`src/rtl/qdac_pkg.sv`:
```
package qdac_pkg;
  localparam int FRAME_W = 32;
  localparam int WORD_W  = 24;
  localparam int CMD_W   = 4;
  localparam int ADDR_W  = 4;
  localparam int FIELD_W = 16;

  localparam int CMD_LSB  = FIELD_W + ADDR_W;
  localparam int ADDR_LSB = FIELD_W;

  typedef enum logic [CMD_W-1:0] {
    CMD_WR_IN      = 4'b0000,
    CMD_UPD        = 4'b0001,
    CMD_WR_UPD_ALL = 4'b0010,
    CMD_WR_UPD     = 4'b0011,
    CMD_PWR_DN     = 4'b0100,
    CMD_NOP        = 4'b1111
  } cmd_e;

  localparam logic [ADDR_W-1:0] ADDR_ALL = 4'b1111;
endpackage

```
`src/rtl/qdac_rst_sync.sv`:
```
module qdac_rst_sync (
  input  logic clk,
  input  logic arst_n,
  output logic rst_n_o
);
  logic r0_q, r1_q;

  always_ff @(posedge clk or negedge arst_n) begin
    if (!arst_n) begin
      r0_q <= 1'b0;
      r1_q <= 1'b0;
    end else begin
      r0_q <= 1'b1;
      r1_q <= r0_q;
    end
  end

  assign rst_n_o = r1_q;
endmodule

```
`src/rtl/qdac_sync.sv`:
```
module qdac_sync #(
  parameter int W = 1,
  parameter logic [W-1:0] RST_VAL = '0
) (
  input  logic         clk,
  input  logic         rst_n,
  input  logic [W-1:0] d,
  output logic [W-1:0] q
);
  logic [W-1:0] s1_q, s2_q;

  always_ff @(posedge clk or negedge rst_n) begin
    if (!rst_n) begin
      s1_q <= RST_VAL;
      s2_q <= RST_VAL;
    end else begin
      s1_q <= d;
      s2_q <= s1_q;
    end
  end

  assign q = s2_q;
endmodule

```
`src/rtl/qdac_shifter.sv`:
```
module qdac_shifter
  import qdac_pkg::*;
#(
  parameter int LEN = FRAME_W
) (
  input  logic           clk,
  input  logic           rst_n,
  input  logic           sck_s,
  input  logic           sdi_s,
  input  logic           csn_s,
  output logic [LEN-1:0] frame,
  output logic           sdo,
  output logic           exec
);
  logic           sck_q, csn_q;
  logic [LEN-1:0] frame_q, frame_d;
  logic           sdo_q, sdo_d;
  logic           sck_rise, sck_fall, shift_en;

  assign sck_rise = sck_s & ~sck_q;
  assign sck_fall = ~sck_s & sck_q;
  assign shift_en = sck_rise & ~csn_s;
  assign exec     = csn_s & ~csn_q;

  always_comb begin
    frame_d = frame_q;
    sdo_d   = sdo_q;
    if (shift_en) frame_d = {frame_q[LEN-2:0], sdi_s};
    if (sck_fall) sdo_d = frame_q[LEN-1];
  end

  always_ff @(posedge clk or negedge rst_n) begin
    if (!rst_n) begin
      sck_q <= 1'b0;
      csn_q <= 1'b1;
    end else begin
      sck_q <= sck_s;
      csn_q <= csn_s;
    end
  end

  always_ff @(posedge clk or negedge rst_n) begin
    if (!rst_n) frame_q <= '0;
    else if (shift_en) frame_q <= frame_d;
  end

  always_ff @(posedge clk or negedge rst_n) begin
    if (!rst_n) sdo_q <= 1'b0;
    else if (sck_fall) sdo_q <= sdo_d;
  end

  assign frame = frame_q;
  assign sdo   = sdo_q;


  sdo_hold_chk: assert property (@(posedge clk) disable iff (!rst_n)
    !sck_fall |=> $stable(sdo_q));

  sdo_oldest_chk: assert property (@(posedge clk) disable iff (!rst_n)
    sck_fall |=> sdo_q == $past(frame_q[LEN-1]));

  frame_hold_chk: assert property (@(posedge clk) disable iff (!rst_n)
    csn_s |=> $stable(frame_q));

  shift_in_chk: assert property (@(posedge clk) disable iff (!rst_n)
    shift_en |=> frame_q[0] == $past(sdi_s));
endmodule

```
`src/rtl/qdac_decoder.sv`:
```
module qdac_decoder
  import qdac_pkg::*;
#(
  parameter int NCH = 4
) (
  input  logic               exec,
  input  logic [WORD_W-1:0]  word,
  output logic [NCH-1:0]     wr_in,
  output logic [NCH-1:0]     upd,
  output logic [NCH-1:0]     pd_set,
  output logic [FIELD_W-1:0] field
);
  logic [CMD_W-1:0]  cmd;
  logic [ADDR_W-1:0] addr;
  logic [NCH-1:0]    sel;

  assign cmd   = word[CMD_LSB +: CMD_W];
  assign addr  = word[ADDR_LSB +: ADDR_W];
  assign field = word[FIELD_W-1:0];

  for (genvar i = 0; i < NCH; i++) begin : g_sel
    assign sel[i] = (addr == ADDR_ALL) || (addr == ADDR_W'(i));
  end

  always_comb begin
    wr_in  = '0;
    upd    = '0;
    pd_set = '0;
    if (exec) begin
      case (cmd)
        CMD_WR_IN: wr_in = sel;
        CMD_UPD:   upd = sel;
        CMD_WR_UPD_ALL: begin
          wr_in = sel;
          upd   = '1;
        end
        CMD_WR_UPD: begin
          wr_in = sel;
          upd   = sel;
        end
        CMD_PWR_DN: pd_set = sel;
        default: ;
      endcase
    end
  end


  always_comb begin
    if (!exec) begin
      strobe_idle_chk: assert ((wr_in | upd | pd_set) == '0);
    end
  end


  always_comb begin
    pd_excl_chk: assert ((pd_set & (upd | wr_in)) == '0);
  end
endmodule

```
`src/rtl/qdac_channel.sv`:
```
module qdac_channel
  import qdac_pkg::*;
#(
  parameter int DATA_W = 16
) (
  input  logic               clk,
  input  logic               rst_n,
  input  logic               clr,
  input  logic               wr,
  input  logic               upd,
  input  logic               pd_set,
  input  logic [FIELD_W-1:0] field,
  output logic [DATA_W-1:0]  code,
  output logic               pd
);
  logic [DATA_W-1:0] in_q, in_d, dac_q, dac_d, din;
  logic              pd_q, pd_d;
  logic              in_en, dac_en, pd_en;

  assign din    = field[FIELD_W-1 -: DATA_W];
  assign in_en  = clr | wr;
  assign dac_en = clr | upd;
  assign pd_en  = upd | pd_set;

  always_comb begin
    in_d  = wr ? din : in_q;
    dac_d = in_d;
    if (clr) begin
      in_d  = '0;
      dac_d = '0;
    end
    pd_d = ~upd & pd_set;
  end

  always_ff @(posedge clk or negedge rst_n) begin
    if (!rst_n) in_q <= '0;
    else if (in_en) in_q <= in_d;
  end

  always_ff @(posedge clk or negedge rst_n) begin
    if (!rst_n) dac_q <= '0;
    else if (dac_en) dac_q <= dac_d;
  end

  always_ff @(posedge clk or negedge rst_n) begin
    if (!rst_n) pd_q <= 1'b0;
    else if (pd_en) pd_q <= pd_d;
  end

  assign code = dac_q;
  assign pd   = pd_q;


  pd_keeps_codes_chk: assert property (@(posedge clk) disable iff (!rst_n)
    pd_set && !clr |=> $stable(in_q) && $stable(dac_q));

  upd_wakes_chk: assert property (@(posedge clk) disable iff (!rst_n)
    upd |=> !pd_q);

  pd_sets_chk: assert property (@(posedge clk) disable iff (!rst_n)
    pd_set && !upd |=> pd_q);

  clr_zero_chk: assert property (@(posedge clk) disable iff (!rst_n)
    clr |=> dac_q == '0 && in_q == '0);

  wr_only_hold_chk: assert property (@(posedge clk) disable iff (!rst_n)
    wr && !upd && !clr |=> $stable(dac_q));

  upd_copy_chk: assert property (@(posedge clk) disable iff (!rst_n)
    upd && !wr && !clr |=> dac_q == $past(in_q));
endmodule

```
`src/rtl/qdac_serial_ctrl.sv`:
```
module qdac_serial_ctrl
  import qdac_pkg::*;
#(
  parameter int NCH    = 4,
  parameter int DATA_W = 16
) (
  input  logic                  clk,
  input  logic                  rst_n,
  input  logic                  sck,
  input  logic                  sdi,
  input  logic                  cs_ld_n,
  input  logic                  clr_n,
  output logic                  sdo,
  output logic [NCH*DATA_W-1:0] dac_code,
  output logic [NCH-1:0]        dac_pd
);
  localparam int NSYNC = 4;
  localparam logic [NSYNC-1:0] SYNC_RST = 4'b1100;

  logic                rst_s_n;
  logic [NSYNC-1:0]    pins_s;
  logic                sck_s, sdi_s, csn_s, clr_s_n;
  logic [FRAME_W-1:0]  frame;
  logic                exec;
  logic [NCH-1:0]      wr_in, upd, pd_set;
  logic [FIELD_W-1:0]  field;

  qdac_rst_sync u_rst (
    .clk     (clk),
    .arst_n  (rst_n),
    .rst_n_o (rst_s_n)
  );

  qdac_sync #(.W(NSYNC), .RST_VAL(SYNC_RST)) u_sync (
    .clk   (clk),
    .rst_n (rst_s_n),
    .d     ({clr_n, cs_ld_n, sdi, sck}),
    .q     (pins_s)
  );

  assign {clr_s_n, csn_s, sdi_s, sck_s} = pins_s;

  qdac_shifter #(.LEN(FRAME_W)) u_shift (
    .clk   (clk),
    .rst_n (rst_s_n),
    .sck_s (sck_s),
    .sdi_s (sdi_s),
    .csn_s (csn_s),
    .frame (frame),
    .sdo   (sdo),
    .exec  (exec)
  );

  qdac_decoder #(.NCH(NCH)) u_dec (
    .exec   (exec),
    .word   (frame[WORD_W-1:0]),
    .wr_in  (wr_in),
    .upd    (upd),
    .pd_set (pd_set),
    .field  (field)
  );

  for (genvar i = 0; i < NCH; i++) begin : g_ch
    qdac_channel #(.DATA_W(DATA_W)) u_ch (
      .clk    (clk),
      .rst_n  (rst_s_n),
      .clr    (~clr_s_n),
      .wr     (wr_in[i]),
      .upd    (upd[i]),
      .pd_set (pd_set[i]),
      .field  (field),
      .code   (dac_code[i*DATA_W +: DATA_W]),
      .pd     (dac_pd[i])
    );
  end


  nop_hold_chk: assert property (@(posedge clk) disable iff (!rst_s_n)
    exec && frame[CMD_LSB +: CMD_W] == CMD_NOP && clr_s_n
    |=> $stable(dac_code) && $stable(dac_pd));

  no_exec_hold_chk: assert property (@(posedge clk) disable iff (!rst_s_n)
    !exec && clr_s_n |=> $stable(dac_code) && $stable(dac_pd));
endmodule

```
`config.mk`:
```
export PLATFORM = sky130hd
export DESIGN_NAME = qdac_serial_ctrl
export DESIGN_NICKNAME = d
export VERILOG_FILES = /design/src/rtl/qdac_pkg.sv /design/src/rtl/qdac_rst_sync.sv /design/src/rtl/qdac_sync.sv /design/src/rtl/qdac_shifter.sv /design/src/rtl/qdac_decoder.sv /design/src/rtl/qdac_channel.sv /design/src/rtl/qdac_serial_ctrl.sv
export SDC_FILE = /design/constraint.sdc
export NUM_CORES = 1
export LEC_CHECK = 0
export CAP_MARGIN = 25
export CORE_UTILIZATION = 55
export CTS_BUF_LIST = sky130_fd_sc_hd__clkbuf_8
export DETAILED_ROUTE_END_ITERATION = 10
export PLACE_DENSITY = 0.86
export RECOVER_POWER = 50
export SLEW_MARGIN = 20
export SYNTH_ARGS = -nofsm -noshare
export SYNTH_HDL_FRONTEND = slang
export SYNTH_SLANG_ARGS = --single-unit
```
`constraint.sdc`:
```
create_clock -name clk -period 13.43 [get_ports clk]
set_input_delay 2.686 -clock clk [delete_from_list [all_inputs] [get_ports clk]]
set_output_delay 2.686 -clock clk [all_outputs]
set_load 0.05 [all_outputs]
```
==> results of run 1 <==
==> per-layer routing <==
layer	GRT usage, %	routed length [um]	vias up	part of all wire [%]
met2	36.5	6640	125	48
met5	0	0	-	0
met1	33.8	6460	2171	46
met4	8.95	241	0	1.7
li1	-	-	1912	-
met3	3.91	597	22	4.3
==> cells by family (layout without fill, tap and decap cells) <==
| group | Yosys count | count (layout) | share of synthesized area (%) |
|---|---|---|---|
| DFF | 177 | 177 | 65.2 |
| muxes | 96 | 96 | 14.7 |
| and+or+nand+nor | 96 | 96 | 6.66 |
| AOI/OAI and AO/OA | 85 | 85 | 10.7 |
| buffers and inverters | 37 | 117 | 2.57 |
| other | 1 | 1 | 0.0551 |
| xor gates and xnor gates | 1 | 1 | 0.129 |
==> power by group <==
group / switching, uW / internal (uW) / leakage, uW
registers: 29.7 / 549 / 0.00243
logic: 25.6 / 18.1 / 0.00121
clock network: 176 / 166 / 0.000193
total: 231 / 733 / 0.00383
==> Yosys cell counts (4+ instances only) <==
library cell,instances
o2bb2ai_1,60
nand2_1,5
o2bb2ai_2,4
dfstp_2,5
dfrtp_1,172
buf_2,8
clkbuf_1,21
mux2_2,32
nor2_1,70
buf_4,5
a31oi_1,4
mux2i_1,64
a21oi_1,4
==> critical path, cell delays in order (launching register included) <==
cell,delay (ns)
dfrtp_1,1.66
clkbuf_1,1.92
clkbuf_1,0.75
clkbuf_1,2.26
==> registers in the layout (all words and copies together) (netlist names) <==
register        cells
g_ch.u_ch.pd        4
u_sync.q            4
u_shift.frame      32
u_sync.s1_q         4
g_ch.u_ch.in_q     64
u_shift.sdo         1
u_shift.csn_q       1
u_rst.r0_q          1
g_ch.u_ch.code     64
u_rst.rst_n_o       1
u_shift.sck_q       1
==> area by class of cell <==
class,count,area [um^2]
fill,887,4020
sequential,177,4440
tap,147,184
clock inverter,12,120
inverter,2,7.51
clock buffer,18,248
timing repair buffer,85,801
multi-input combinational,279,2200
==> worst paths after layout <==
path | to | slack (ns) | cells past startpoint
min in group asynchronous | u_shift.sdo | 0.82 | 0
max in group clk | dac_code[50] | 9.08 | 1
setup / recovery | u_shift.frame[25] | 6.22 | 3
hold / removal | u_sync.q[0] | 0.35 | 0
setup reg to reg | u_shift.frame[25] | 6.22 | 3
hold reg to reg | u_sync.q[0] | 0.35 | 0
==> stage by stage <==
| stage | total power, uW | hold slack, ns | cells |
|---|---|---|---|
| CTS | 971 | 0.353 | 719 |
| floorplan | 608 | 0.331 | 493 |
| detailed placement | 634 | 0.336 | 689 |
| finish | 964 | 0.352 | 720 |
| global route | 1000 | 0.365 | 720 |
| global placement | 629 | 0.332 | 689 |
==> metrics.cfg, run 1 <==
[run_status]
status = finished with violations
violations = capacitance limit, slew limit

[sta]
tns_ns = 0
worst_pin_slew_ns = 3.10
finalCritPeriodShare_pct = 53.6
hold_viol = 0
relSlewSlack_pct = -106
rsz0062_at_grt = false
fin_worst_skew_ns = 0.0137
fin_crit_ns = 7.21
setup_viol = 0
fin_ws_ns = 6.22
drv_slew = 209
max_freq_ghz = 0.139

[power_and_ir_drop]
p_leak_uw = 0.00383
ir_worst_vdd_uv = 89.9
p_per_area_nw_per_um2 = 121

[finish]
final_cell_mix = dfrtp_1, clkdlybuf4s50_1, nor2_1
antenna_cells = 0
area_growth_pct = 17.5
nNetsFinal = 568
fin_area_um2 = 7990
utilization_pct = 66.6
layout_commonest_cell = dfrtp_1
layout-drive-gt1-share_pct = 13.4

[clock_network]
cts_setup_buffers = 0
cts_tree = done
htreeDepth = 4
clock_sinks = 177
clk_path_buf_depth = 2
postCtsHoldBufs = 0
root_buffer = clkbuf_8
cts.clk_slew.worst_paths_ns = 0.08
cts_inserted_buffers = 17
post_cts_resized = 0
insertion_delay_ns = 0.45

[synth]
netlist-cell-type-count = 39
ys_warn_count = 0
syn_area_um2 = 6810
yosysTopAreaCell = dfrtp_1
synth_area_leaders = dfrtp_1, mux2i_1, o2bb2ai_1
synthArstFlopShare_pct = 100
synth_fp_nets = 499
avgSynthCellArea_um2 = 13.8
synth_top_cell_area_share_pct = 63.2
syn_inst = 493
synth_edf_count = 0
synth_ff_type = dfrtp_1
synth-seq-cells = 177
synth.yosys.seq_area_share_pct = 65.2

[place]
preCtsSetupSlack_ns = 9.56
place_area_um2 = 7660
dp_hpwl_mm = 9.10
port_buffers = 74
gp_congestion = 0.844

[global_route]
grt_max_degree = 76
grt_pass1_vias = 4403
grt_antenna_before_repair = 0
grt_use_total_pct = 23.5
grt_pass1_wl_mm = 23.0
grt_overflow_total = 0

[setup_path]
arrival_ns = 7.07
worstSetupStartpoint = u_rst.rst_n_o
crit-reg2reg-launch = u_rst.rst_n_o
worst_setup_path_start_kind = flop
cp.required_ns = 13.30
end_kind = async pin
worstSetupPathType = reg2async
crit_path_max_fanout = 61

[floorplanning]
coreArea_um2 = 12000
die_w_um = 113
rows = 40
die_y_um = 113
boundaryPins = 75
initial_utilization_pct = 56.7
dieArea_um2 = 12800

[detailed_routing]
drt_iter0_drc = 290
drc = 0
firstDrtPassIters = 4
ant_nets = 0
routed_wirelength_mm = 13.9
wl_per_cell_um = 19.4
via_per_inst = 5.88
num_vias = 4230

[job]
max_cap_violations = 5

[min_path]
hold_start = u_sync.s1_q[0]
hp-class = reg2reg

(Power assumes the default switching activity.)
==> run 2, diff against run 1 <==
--- a/config.mk
+++ b/config.mk
@@ -6,10 +6,10 @@
 export NUM_CORES = 1
 export LEC_CHECK = 0
 export CAP_MARGIN = 25
-export CORE_UTILIZATION = 55
+export CORE_UTILIZATION = 52
 export CTS_BUF_LIST = sky130_fd_sc_hd__clkbuf_8
 export DETAILED_ROUTE_END_ITERATION = 10
-export PLACE_DENSITY = 0.86
+export PLACE_DENSITY = 0.85
 export RECOVER_POWER = 50
 export SLEW_MARGIN = 20
 export SYNTH_ARGS = -nofsm -noshare
==> constraint.sdc (replaced) <==
create_clock -name clk -period 6 [get_ports clk]
set_input_delay 1.2 -clock clk [delete_from_list [all_inputs] [get_ports clk]]
set_output_delay 1.2 -clock clk [all_outputs]
set_load 0.05 [all_outputs]
==> metrics.cfg, run 2 (synthesis gave the netlist of run 1 again) <==
[floorplanning]
dieArea_um2 = 13500  ; +5.7%
initial_utilization_pct = 53.7  ; -2.9 points
die_y_um = 116  ; +2.8%
coreArea_um2 = 12700  ; +5.5%
rows = 41  ; +2.5%
die_w_um = 116  ; +2.8%
boundaryPins = 75  ; unchanged

[place]
preCtsSetupSlack_ns = 3.54  ; -6.02 ns
dp_hpwl_mm = 9.14  ; +0.39%
gp_congestion = 0.847  ; +0.38%
port_buffers = 74  ; unchanged

[sta]
worst_pin_slew_ns = 1.99  ; -1.11 ns
tns_ns = 0  ; unchanged
fin_ws_ns = 2.58  ; -3.65 ns
rsz0062_at_grt = false
max_freq_ghz = 0.292  ; +110%
setup_viol = 0  ; unchanged
fin_crit_ns = 3.42  ; -3.78 ns
relSlewSlack_pct = -32.7  ; +74 points
fin_worst_skew_ns = 0.00810  ; -0.00562 ns
drv_slew = 163  ; -22%
finalCritPeriodShare_pct = 57.1  ; +3.4 points
hold_viol = 0  ; unchanged

[clock_network]
post_cts_resized = 0  ; unchanged
postCtsHoldBufs = 0  ; unchanged
root_buffer = clkbuf_8
cts_inserted_buffers = 17  ; unchanged
clock_sinks = 177  ; unchanged
insertion_delay_ns = 0.45  ; about the same
cts.clk_slew.worst_paths_ns = 0.09  ; about the same
cts_setup_buffers = 0  ; unchanged
clk_path_buf_depth = 2  ; unchanged
cts_tree = done
htreeDepth = 4  ; unchanged

[global_route]
grt_pass1_vias = 4220  ; -4.2%
grt_use_total_pct = 22.5  ; -1.1 points
grt_antenna_before_repair = 0  ; unchanged
grt_max_degree = 84  ; +11%
grt_pass1_wl_mm = 22.5  ; -2.1%
grt_overflow_total = 0  ; unchanged

[min_path]
hp-class = reg2reg

[detailed_routing]
num_vias = 4229  ; -0.024%
ant_nets = 0  ; unchanged
firstDrtPassIters = 4  ; unchanged
drt_iter0_drc = 326  ; +12%
routed_wirelength_mm = 13.7  ; -1.8%
via_per_inst = 5.66  ; -3.6%
drc = 0  ; unchanged
wl_per_cell_um = 18.3  ; -5.4%

[setup_path]
cp.required_ns = 6.18  ; -7.12 ns
crit_chain = clkbuf_2
slowest_stage = clkbuf_2
arrival_ns = 3.61  ; -3.46 ns
worstSetupPathType = reg2async
crit_path_max_fanout = 83  ; +36%
cp_num_buf_inv = 1  ; -2
end_kind = async pin
slowest_delay_ns = 1.63  ; -0.63 ns
cpLargestDelayFamily = buffers and inverters
worst_setup_path_start_kind = flop

[power_and_ir_drop]
p_per_area_nw_per_um2 = 277  ; +130%
ir_worst_vdd_uv = 176  ; +95%
p_leak_uw = 0.00388  ; +1.3%

[finish]
layout_commonest_cell = dfrtp_1
final_cell_mix = dfrtp_1, nor2_1, clkdlybuf4s50_1
area_growth_pct = 19.1
antenna_cells = 0  ; unchanged
layout-drive-gt1-share_pct = 14.8  ; +1.3 points
nNetsFinal = 568  ; unchanged

[job]
max_cap_violations = 3  ; -2

[run_status]
violations = capacitance limit, slew limit
status = finished with violations

run 2: cell types whose count changed in the layout (fill, tap and decap cells not counted), moves of 2 or more:
cell             delta
inv_6               +2
dlygate4sd3_1       +5
clkbuf_1            -5
buf_4               +3
clkinv_2            -2
clkdlybuf4s50_1     -5
run 2: routing by layer:
metal	wire length (um)	vias to the layer above	global-route usage (%)
met5	0	-	0
met4	304	0	9.74
met3	552	23	4.36
met2	6470	107	33.2
met1	6360	2193	32.6
li1	-	1906	-
run 2: path summary, 6_finish.rpt:
check / start / to / slack [ns] / cells past startpoint
setup / recovery: u_rst.rst_n_o / g_ch[1].u_ch.code[10] / 2.58 / 1
hold / removal: u_sync.s1_q[0] / u_sync.q[0] / 0.35 / 0
setup reg to reg: u_rst.rst_n_o / g_ch[1].u_ch.code[10] / 2.58 / 1
hold reg to reg: u_sync.s1_q[0] / u_sync.q[0] / 0.35 / 0
max in group clk: g_ch[0].u_ch.code[4] / dac_code[4] / 3.10 / 1
min in group asynchronous: u_rst.rst_n_o / u_sync.s1_q[0] / 0.71 / 0
run 2: final cells by class:
| type | count | area [um^2] |
|---|---|---|
| clock buffers | 19 | 262 |
| inverters | 2 | 7.51 |
| repair buffers | 85 | 830 |
| well taps | 172 | 215 |
| fillers | 963 | 4560 |
| flip-flops and latches | 177 | 4440 |
| multi-input cells | 279 | 2200 |
| clock inverters | 13 | 158 |
run 2: power by group:
part	switching (uW)	leakage (uW)	internal, uW
combinational	55.2	0.00124	41.4
clock	414	0.000215	434
sequential	69.9	0.00242	1230
run 2: stage by stage:
stage                     total power (uW)  hold slack (ns)  instance area, um^2  utilization (%)  instances
after floorplan                       1360            0.331                 6810                -        493
final                                 2240            0.353                 8110             64.0        747
after global placement                1410            0.326                 7680             60.6        714
after CTS                             2270            0.354                 8120             64.1        747
after detailed placement              1420            0.335                 7700             60.8        715
after global routing                  2320            0.359                 8110             64.0        747
==> run 3, diff against run 2 <==
==> constraint.sdc (replaced) <==
create_clock -name clk -period 2.81 [get_ports clk]
set_input_delay 0.562 -clock clk [delete_from_list [all_inputs] [get_ports clk]]
set_output_delay 0.562 -clock clk [all_outputs]
set_load 0.05 [all_outputs]
==> metrics.cfg, run 3 (synthesis gave the netlist of run 1 again) <==
[global_route]
grt_overflow_total = 0  ; unchanged
grt_max_degree = 66  ; -21%
grt_pass1_wl_mm = 22.7  ; +1.1%
grt_antenna_before_repair = 0  ; unchanged
grt_pass1_vias = 4360  ; +3.3%
grt_use_total_pct = 22.5  ; about the same

[floorplanning]
rows = 41  ; unchanged
initial_utilization_pct = 53.7  ; unchanged
boundaryPins = 75  ; unchanged
coreArea_um2 = 12700  ; unchanged
die_w_um = 116  ; unchanged
dieArea_um2 = 13500  ; unchanged
die_y_um = 116  ; unchanged

[finish]
multi_input_area_um2 = 2200  ; about the same
regArea_um2 = 4440  ; unchanged
fillers = 928  ; -3.6%
nNetsFinal = 570  ; +0.35%
layout-drive-gt1-share_pct = 15.8  ; +0.99 points
layout_commonest_cell = dfrtp_1
area_growth_pct = 18.9
final_cell_mix = dfrtp_1, nor2_1, clkdlybuf4s50_1
antenna_cells = 0  ; unchanged
fin_area_um2 = 8090  ; -0.23%

[place]
gp_congestion = 0.891  ; +5.2%
preCtsSetupSlack_ns = 0.377  ; -3.16 ns
place_area_um2 = 7730  ; +0.37%
dp_hpwl_mm = 9.16  ; +0.33%
port_buffers = 74  ; unchanged

[clock_network]
insertion_delay_ns = 0.45  ; about the same
cts_inserted_buffers = 17  ; unchanged
cts.clk_slew.worst_paths_ns = 0.09  ; about the same
clock_sinks = 177  ; unchanged
root_buffer = clkbuf_8
postCtsHoldBufs = 0  ; unchanged
htreeDepth = 4  ; unchanged
clk_path_buf_depth = 2  ; unchanged
post_cts_resized = 0  ; unchanged
cts_setup_buffers = 0  ; unchanged
cts_tree = done

[power_and_ir_drop]
total_power_uw = 4600  ; +110%
ir_worst_vdd_uv = 368  ; +110%
pwr-share-clk_pct = 35.2  ; -2.6 points
seqPwrFrac_pct = 60.2  ; +2.3 points
power.internal_uw = 3430  ; +100%
p_leak_uw = 0.00387  ; -0.16%
switching_share_pct = 25.5  ; +1.5 points
combPwrFrac_pct = 4.6  ; +0.3 points
p_per_area_nw_per_um2 = 569  ; +110%
p_sw_uw = 1180  ; +120%

[setup_path]
cp.required_ns = 3.14  ; -3.04 ns
arrival_ns = 2.85  ; -0.76 ns
slowest_stage = a211o_1
crit_chain = or4b_1, a211o_1, mux2i_1, o2bb2ai_1
worstSetupPathType = reg2reg
crit_path_max_fanout = 16  ; -81%
cp_num_buf_inv = 0  ; -1
worst_setup_path_start_kind = flop
cpLargestDelayFamily = compound AO/OA/AOI/OAI gates
slowest_delay_ns = 0.66  ; -0.97 ns
end_kind = flop

[sta]
worst_pin_slew_ns = 1.76  ; -0.232 ns
tns_ns = 0  ; unchanged
setup_viol = 0  ; unchanged
max_freq_ghz = 0.396  ; +35%
hold_viol = 0  ; unchanged
fin_ws_ns = 0.283  ; -2.29 ns
fin_worst_skew_ns = 0.00775  ; -0.000355 ns
drv_slew = 42  ; -74%
worst_hold_slack_ns = 0.334  ; -0.0197 ns
finalCritPeriodShare_pct = 89.9  ; +33 points
rsz0062_at_grt = false
fin_crit_ns = 2.53  ; -0.897 ns
relSlewSlack_pct = -17.3  ; +15 points

[detailed_routing]
via_per_inst = 5.72  ; +1.0%
wl_per_cell_um = 18.2  ; -0.59%
ant_nets = 0  ; unchanged
firstDrtPassIters = 5  ; +1
num_vias = 4283  ; +1.3%
drc = 0  ; unchanged
drt_iter0_drc = 312  ; -4.3%
routed_wirelength_mm = 13.6  ; -0.33%

[min_path]
hp-class = in2async

[job]
max_cap_violations = 1  ; -2

[run_status]
violations = capacitance limit, slew limit
status = finished with violations

==> run 3: changes by cell type in the layout (fill, tap and decap cells not counted), sizes merged <==
| cell | previous run | this run |
|---|---|---|
| inv | 7 | 8 |
| bufinv | 3 | 1 |
| clkinv | 3 | 6 |
| buf | 9 | 11 |
| clkbuf | 21 | 19 |
==> run 3: power groups by stage <==
stage	registers, uW	clock network [uW]	logic (uW)
6_report	2770	1620	212
4_1_cts	2770	1650	217
3_5_place_dp	2820	0	216
5_1_grt	2790	1750	235
3_3_place_gp	2810	0	204
2_1_floorplan	2770	0	135
==> run 3: routing by layer <==
layer	global-route usage, %	vias to the layer above	wire length [um]
li1	-	1909	-
met1	31.8	2212	6160
met2	34.7	141	6590
met3	4.62	21	631
met4	8.29	0	257
met5	0	-	0
==> run 3: final timing paths <==
path	from	to	slack, ns	cells after the start
worst max-delay path	u_sync.q[2]	g_ch[0].u_ch.code[14]	0.28	4
worst min-delay path	rst_n	u_rst.r0_q	0.33	1
worst max register to register	u_sync.q[2]	g_ch[0].u_ch.code[14]	0.28	4
worst min register to register	u_sync.s1_q[0]	u_sync.q[0]	0.35	0
max in group asynchronous	u_rst.rst_n_o	g_ch[3].u_ch.code[9]	0.84	1
min in group clk	u_sync.s1_q[0]	u_sync.q[0]	0.35	0
==> run 3: layout make-up <==
class                      count  share of cell area, %
multi-input combinational    279                   27.2
timing repair buffer          87                   10.6
sequential                   177                   54.8
clock inverter                15                   1.69
clock buffer                  17                   2.89
inverter                       2                 0.0928
tap                          172                   2.66
==> run 3: metrics by stage <==
step	util [%]	instances
4_1_cts	63.9	749
2_1_floorplan	-	493
6_report	63.8	749
3_5_place_dp	61.0	717
3_3_place_gp	61.0	717
5_1_grt	63.8	749
